[src/rtl/burst_seq_pkg.sv]
package burst_seq_pkg;

  typedef enum logic [1:0] {
    CMD_NONE = 2'd0,
    CMD_LOAD = 2'd1,
    CMD_STEP = 2'd2,
    CMD_STOP = 2'd3
  } burst_cmd_e;

endpackage

[src/rtl/burst_cmd_dec.sv]
module burst_cmd_dec
  import burst_seq_pkg::*;
(
  input  logic       adv,
  input  logic       sel,
  input  logic       stall,
  input  logic       active,
  output burst_cmd_e cmd
);

  always_comb begin
    cmd = CMD_NONE;
    if (!stall) begin
      if (!adv) cmd = sel ? CMD_LOAD : CMD_STOP;
      else if (active) cmd = CMD_STEP;
    end
  end

endmodule

[src/rtl/burst_state.sv]
module burst_state
  import burst_seq_pkg::*;
#(
  parameter int AW = 17,
  parameter int CW = 2
) (
  input  logic          clk,
  input  logic          rst_n,
  input  burst_cmd_e    cmd,
  input  logic [AW-1:0] ext_addr,
  input  logic          rw_rd,
  output logic [AW-1:0] base_addr,
  output logic [CW-1:0] beat_cnt,
  output logic          is_read,
  output logic          active
);

  always_ff @(posedge clk or negedge rst_n) begin
    if (!rst_n) begin
      base_addr <= '0;
      beat_cnt  <= '0;
      is_read   <= 1'b0;
      active    <= 1'b0;
    end else begin
      unique case (cmd)
        CMD_LOAD: begin
          base_addr <= ext_addr;
          beat_cnt  <= '0;
          is_read   <= rw_rd;
          active    <= 1'b1;
        end
        CMD_STEP: beat_cnt <= beat_cnt + 1'b1;
        CMD_STOP: active   <= 1'b0;
        default:  ;
      endcase
    end
  end

endmodule

[src/rtl/burst_addr_gen.sv]
module burst_addr_gen #(
  parameter int AW = 17,
  parameter int CW = 2
) (
  input  logic [AW-1:0] base_addr,
  input  logic [CW-1:0] beat_cnt,
  input  logic          order_il,
  output logic [AW-1:0] eff_addr
);

  function automatic logic [CW-1:0] lin_low(input logic [CW-1:0] s,
                                            input logic [CW-1:0] k);
    return s + k;
  endfunction

  function automatic logic [CW-1:0] il_low(input logic [CW-1:0] s,
                                           input logic [CW-1:0] k);
    return s ^ k;
  endfunction

  logic [CW-1:0] low_lin, low_il;

  assign low_lin  = lin_low(base_addr[CW-1:0], beat_cnt);
  assign low_il   = il_low(base_addr[CW-1:0], beat_cnt);
  assign eff_addr = {base_addr[AW-1:CW], order_il ? low_il : low_lin};

endmodule

[src/rtl/burst_seq.sv]
module burst_seq
  import burst_seq_pkg::*;
#(
  parameter int AW        = 17,
  parameter int BURST_LEN = 4
) (
  input  logic          clk,
  input  logic          rst_n,
  input  logic [AW-1:0] ext_addr,
  input  logic          adv,
  input  logic          sel,
  input  logic          stall,
  input  logic          order_il,
  input  logic          rw_rd,
  output logic [AW-1:0] eff_addr,
  output logic          burst_rd,
  output logic          beat_vld
);

  localparam int CW = $clog2(BURST_LEN);

  burst_cmd_e    cmd;
  logic [AW-1:0] base_addr;
  logic [CW-1:0] beat_cnt;
  logic          active;

  burst_cmd_dec i_dec (
    .adv    (adv),
    .sel    (sel),
    .stall  (stall),
    .active (active),
    .cmd    (cmd)
  );

  burst_state #(.AW(AW), .CW(CW)) i_state (
    .clk       (clk),
    .rst_n     (rst_n),
    .cmd       (cmd),
    .ext_addr  (ext_addr),
    .rw_rd     (rw_rd),
    .base_addr (base_addr),
    .beat_cnt  (beat_cnt),
    .is_read   (burst_rd),
    .active    (active)
  );

  burst_addr_gen #(.AW(AW), .CW(CW)) i_gen (
    .base_addr (base_addr),
    .beat_cnt  (beat_cnt),
    .order_il  (order_il),
    .eff_addr  (eff_addr)
  );

  assign beat_vld = active;

endmodule

[config.mk]
export PLATFORM = sky130hd
export DESIGN_NAME = burst_seq
export DESIGN_NICKNAME = d
export VERILOG_FILES = /design/src/rtl/burst_seq_pkg.sv /design/src/rtl/burst_cmd_dec.sv /design/src/rtl/burst_state.sv /design/src/rtl/burst_addr_gen.sv /design/src/rtl/burst_seq.sv
export SDC_FILE = /design/constraint.sdc
export NUM_CORES = 1
export LEC_CHECK = 0
export ABC_CLOCK_PERIOD_IN_PS = 1500
export BUFFER_PORTS_ARGS = -buffer_cell sky130_fd_sc_hd__buf_2
export CAP_MARGIN = 20
export CELL_PAD_IN_SITES_DETAIL_PLACEMENT = 0
export CELL_PAD_IN_SITES_GLOBAL_PLACEMENT = 1
export CORE_UTILIZATION = 36
export DETAILED_ROUTE_END_ITERATION = 12
export PLACE_DENSITY_LB_ADDON = 0.3
export SLEW_MARGIN = 5
export SYNTH_ARGS = -nofsm -noshare
export SYNTH_HDL_FRONTEND = slang
export SYNTH_SLANG_ARGS = --single-unit
[constraint.sdc]
create_clock -name clk -period 1.5 [get_ports clk]
set_clock_uncertainty 0.2 [all_clocks]
set_input_delay 0.375 -clock clk [delete_from_list [all_inputs] [get_ports clk]]
set_output_delay 0.375 -clock clk [all_outputs]
set_load 0.02 [all_outputs]
==> run metrics, run 1 <==
pwr dens=~1400 nW/um^2; CTS clk-pin slew, worst paths=0.11 ns; FF-to-FF End=i_state.beat_cnt[1]; first-pass GRT wire length=~3000 um; Max-cap violations=0; Crit Path Max Fanout=2; Post-Syn Nets=96; die height=~55 um; via count=641; residual DRC count=0; number of port buffers=42; post-route ant nets=0; most common cell after layout, fill and taps aside=buf_2; First-pass DRT Iterations=2; met3 Usage GRT=under 10%; grt ovf=0; startpoint types=register; vias per cell=4.55; Max Fclk=around 0.54 GHz; Slew HR=68.2%; post-synth top area share=51.3%; most frequent cells in the layout=buf_2, dfrtp_1, mux2_4, mux2_2, buf_4; I/O Pins=43; clock buffer count from CTS=3; core area=around 2600 sq um; met2 Usage GRT=about a fifth; setup violators final=3; Synth Register Bits=21; Final Hold Fails=0; Pleak=between 0.6 and 0.7 nW; HPWL Detailed=around 1200 um; Inst Count DP=about 130; GPL Wtd Cong=0.677; Clock Sinks=21; FF-to-FF path depth=5; largest net degree at the start of global routing=22; ant diodes=0; CTS H-Tree Depth=1; Die W=between 50 and 60 um; CTS tree=built; clock root buffer=clkbuf_4; nets@finish=around 140; die area=just over 3000 sq um; worst setup margin=-0.344 ns; reg2reg setup slack=-0.03 ns; worst skew pair latency=0.29 ns; RSZ-0062 raised after global routing=true; Synth Warn #=0; Critical Path Sink Type=output pin; hold_sp=ext_addr[3]; worst-path cell with the longest stage delay=dfrtp_1; Tightest Pin Transition=roughly 0.48 ns; M1 GR Usage=between 15 and 20%; final non-filler cell total=141; Worst EP required=between 0.9 and 1 ns; row cnt=18; DR WL/cell=about 12 um; final core area utilization=50.8%; Cell variety after synth=16; share of cells above drive strength 1=between 70 and 80%; crit path time final=roughly 1.8 ns; Avg Synthesized Cell Area=between 10 and 15 sq um; worst path cell trace=ha_4, nor2b_4, xnor2_4, buf_6; total power=roughly 1.8 mW; leading area contributor after synthesis=dfrtp_1; Mapped Cells=71; CP max stage delay=between 0.4 and 0.5 ns; WHS Endpoint=i_state.base_addr[3]; critical path arrival=between 1 and 1.5 ns; largest cells by area after synthesis=dfrtp_1, mux2_4, mux2_2; worst r2r src=i_state.beat_cnt[0]; post-synthesis sequential area ratio=51.3%; final wirelength=1720 um; failing checks=setup timing; vias in the first global route=slightly below 700; First DRT Iteration DRCs=4; Cell Area, Synth=approximately 1000 sq um; clock buffer depth=2; initial antenna violation count=0; outcome=finished, violations left; Setup CP Type=register to output pin; Worst VDD drop=slightly above 0.0007 V; Initial Util=just under 40%; Slew Viols, Final=0; Hold Path Depth=2; GRT Util Overall=between 10% and 20%; Min-Delay Path Class=input pin to register; area delta synth->final=28.4%; Setup WS pre-CTS=-0.108 ns; Final Cycle Share=123%; layer with the highest usage=met2
-- flip-flops by register name (all words and copies together), names as in the netlist --
signal and count:
i_state.is_read 1, i_state.active 1, i_state.beat_cnt 2, i_state.base_addr 17
-- layout make-up --
type	count	area, sq um
Fill cell	246	1270
Tap cell	30	37.5
Timing Repair Buffer	53	320
Clock buffer	4	26.3
Multi-Input combinational cell	33	407
Sequential cell	21	526
-- worst max path at each step --
stage / from / end / slack, ns / cells after the start
after floorplan: i_state.beat_cnt[0] / eff_addr[1] / 0.006 / 3
after global placement: stall / i_state.base_addr[12] / -0.08 / 4
after detailed placement: stall / i_state.base_addr[8] / -0.11 / 4
after CTS: i_state.beat_cnt[0] / eff_addr[1] / -0.36 / 4
after global routing: i_state.beat_cnt[0] / eff_addr[1] / -0.41 / 4
final: i_state.beat_cnt[0] / eff_addr[1] / -0.34 / 4
-- worst max-delay path, delay by kind of cell (launching register included) --
family	cells	cell delay, ns
simple gates	1	0.17
xor+xnor	1	0.12
flops	1	0.41
fa+ha+maj	1	0.14
buf+inv	1	0.13
-- logic make-up (layout without fill, tap and decap cells) --
logic type,Yosys count,after routing,synth area share [%]
AND/OR/NAND/NOR,6,6,3.54
AO/OA/AOI/OAI,4,4,2.93
multiplexers,20,20,25.3
adder cells (fa/ha/maj),1,1,1.22
XOR/XNOR,2,2,1.71
buffers and inverters,17,57,14.0
flip-flops,21,21,51.3
-- per-stage QoR --
| stage | area, sq um | hold slack [ns] | setup TNS, ns |
|---|---|---|---|
| detailed placement | 1240 | 0.163 | -1.56 |
| global placement | 1240 | 0.153 | -1.23 |
| CTS | 1280 | 0.0844 | -0.582 |
| global route | 1320 | 0.0833 | -0.706 |
| finish | 1320 | 0.0996 | -0.547 |
| floorplan | 1050 | -0.121 | 0 |
-- layer usage --
| metal | share of wire [%] | wire, um |
|---|---|---|
| met5 | 0 | 0 |
| met4 | 0.70 | 12 |
| met3 | 5.3 | 91 |
| met2 | 51 | 867 |
| met1 | 43 | 744 |
-- power breakdown --
| part | switching (mW) | internal, mW |
|---|---|---|
| clock | 0.163 | 0.103 |
| combinational | 0.349 | 0.451 |
| sequential | 0.0698 | 0.682 |
-- synth_stat cells --
cell type	count
buf_12	1
buf_4	15
mux2_2	11
nand2b_1	1
o21ai_0	1
nor2b_1	1
o21bai_1	1
xnor2_1	2
nor2_1	2
a22o_1	2
nand2_1	1
buf_6	1
nor3b_2	1
ha_1	1
dfrtp_1	21
mux2_4	9
-- what timing repair did --
action                                 CTS  global route
gates resized for setup                  4             3
setup buffers                            0             2
endpoints found under the hold margin   21             0
setup endpoints to repair                2             3
cloned                                   0             0
pin swaps                                2             1
hold buffers                             1             0
No activity file was read; power rests on OpenSTA's default activity.
==> run 2: changes to the inputs <==
CTS_BUF_LIST = sky130_fd_sc_hd__clkbuf_16   (was unset)
SETUP_SLACK_MARGIN = 0.05   (was unset)
==> run 2 against run 1 <==
The run still ends with setup timing left. Total power up 15%. Via count up 0.31%. Clock-buffer cell count down 1. Hold slack better by 0.055 ns. Critical endpoint unchanged. Critical path depth unchanged. Clock power up 110%. Design area up 2.7%. Maximum frequency up 2.7%. Sequential share of layout area down 1.0 points. Register-to-register slack better by 0.07 ns. Die area unchanged.
==> run metrics, run 2 (synthesized netlist as in run 1, its figures left out) <==
Tightest Pin Transition=0.458 ns (was 0.476 ns); max reg flops=17 (unchanged); clock root buffer=clkbuf_16 (was clkbuf_4); First-pass DRT Iterations=4 (was 2); nets@finish=137 (unchanged); Die W=55.4 um (unchanged); multi-input combinational cell area=397 sq um (was 407 sq um); via count=643 (was 641); register area=526 sq um (unchanged); most frequent cells in the layout=buf_2, dfrtp_1, mux2_4, mux2_2, buf_4 (unchanged); Top delay family on crit path=flip-flops (unchanged); Crit Path Max Fanout=2 (unchanged); row cnt=18 (unchanged); GPL Wtd Cong=0.657 (was 0.677); setup violators final=2 (was 3); final wirelength=1590 um (was 1720 um); CTS clk-pin slew, worst paths=0.06 ns (was 0.11 ns); critical path arrival=1.22 ns (was 1.27 ns); largest net degree at the start of global routing=22 (unchanged); CTS H-Tree Depth=1 (unchanged); residual DRC count=0 (unchanged); core area=2590 sq um (unchanged); CTS tree=built (unchanged); failing checks=setup timing (unchanged); Max-cap violations=0 (unchanged); Slew HR=69.5% (was 68.2%); sum of buffers and inverters on the critical path=1 (unchanged); Worst VDD drop=0.000889 V (was 0.000709 V); total power=2.08 mW (was 1.82 mW); die area=3060 sq um (unchanged); number of port buffers=42 (unchanged); crit path time final=1.80 ns (was 1.84 ns); Worst EP required=0.92 ns (about the same); die height=55.4 um (unchanged); GRT Util Overall=10.7% (was 12.3%); worst setup margin=-0.295 ns (was -0.344 ns); DR WL/cell=11.3 um (was 12.2 um); post-route ant nets=0 (unchanged); RSZ-0062 raised after global routing=true (unchanged); startpoint types=register (unchanged); CP max stage delay=0.39 ns (was 0.41 ns); Filler cells=228 (was 246); First DRT Iteration DRCs=5 (was 4); worst path cell trace=ha_2, nor2b_4, xnor2_4, buf_6 (was ha_4, nor2b_4, xnor2_4, buf_6); most common cell after layout, fill and taps aside=buf_2 (unchanged); ant diodes=0 (unchanged); Max Fclk=0.557 GHz (was 0.542 GHz); largest register by flop count=i_state.base_addr (unchanged); vias in the first global route=624 (was 682); initial antenna violation count=0 (unchanged); Setup CP Type=register to output pin (unchanged); Min-Delay Path Class=input pin to register (unchanged); area delta synth->final=31.9% (was 28.4%); Final Cycle Share=120% (was 123%); Pleak=0.677 nW (was 0.653 nW); biggest regs=i_state.base_addr (17), i_state.beat_cnt (2) (unchanged); Slew Viols, Final=0 (unchanged); pwr dens=1540 nW/um^2 (was 1380 nW/um^2); vias per cell=4.56 (was 4.55); Initial Util=39.6% (unchanged); Critical Path Sink Type=output pin (unchanged); setup TNS=-0.434 ns (was -0.547 ns); outcome=finished, violations left (unchanged); share of cells above drive strength 1=73.0% (was 72.1%); I/O Pins=43 (unchanged); clock buffer count from CTS=3 (unchanged); first-pass GRT wire length=2680 um (was 2970 um); worst skew pair latency=0.25 ns (was 0.29 ns); clock buffer depth=2 (unchanged); grt ovf=0 (unchanged); worst-path cell with the longest stage delay=dfrtp_1 (unchanged); Final Hold Fails=0 (unchanged); Clock Sinks=21 (unchanged)
==> run 2: through the flow <==
| step | instances | worst slack (ns) | util, % | hold WS, ns | cell area (sq um) |
|---|---|---|---|---|---|
| 6_report | 141 | -0.295 | 52.2 | 0.154 | 1350 |
| 5_1_grt | 141 | -0.338 | 52.2 | 0.150 | 1350 |
| 4_1_cts | 140 | -0.285 | 51.9 | 0.152 | 1340 |
| 3_5_place_dp | 134 | -0.0814 | 47.2 | 0.164 | 1220 |
| 3_3_place_gp | 134 | -0.0716 | 47.2 | 0.153 | 1220 |
| 2_1_floorplan | 71 | 0.00605 | - | -0.121 | 1060 |
==> run 2: area by class of cell <==
class / count / share of cell area, %
multi-input cells: 33 / 29.4
clock inverters: 1 / 0.370
clock buffers: 3 / 5.56
well taps: 30 / 2.78
flip-flops and latches: 21 / 38.9
repair buffers: 53 / 23.1
==> run 2: what timing repair did <==
action	CTS	global route
gates resized for setup	7	0
endpoints found under the setup margin	2	4
pin swaps	2	3
hold buffers	1	0
endpoints found under the hold margin	21	0
setup buffers	1	1
==> run 2: layer usage <==
metal  track usage, %  up-vias  routed length [um]
met2             18.9       27                 817
li1                 -      306                   -
met4             2.14        0                   0
met3             2.58        0                 107
met5                0        -                   0
met1             13.2      310                 669
==> run 2: path summary, 6_finish.rpt <==
check                                            from                     to  slack, ns  cells past startpoint
worst max-delay path              i_state.beat_cnt[0]            eff_addr[1]      -0.30                      4
min in group asynchronous                       rst_n   i_state.base_addr[0]       0.41                      2
worst min register to register  i_state.base_addr[11]  i_state.base_addr[11]       0.30                      1
worst min-delay path                      ext_addr[3]   i_state.base_addr[3]       0.15                      2
worst max register to register    i_state.beat_cnt[0]    i_state.beat_cnt[1]       0.04                      5
max in group asynchronous                       rst_n         i_state.active       0.38                      2
==> run 2: report_power, final <==
group	internal, mW	switching (mW)	total, mW	leakage (nW)
sequential	0.684	0.0616	0.746	0.250
combinational	0.442	0.345	0.787	0.386
clock	0.357	0.194	0.551	0.0409
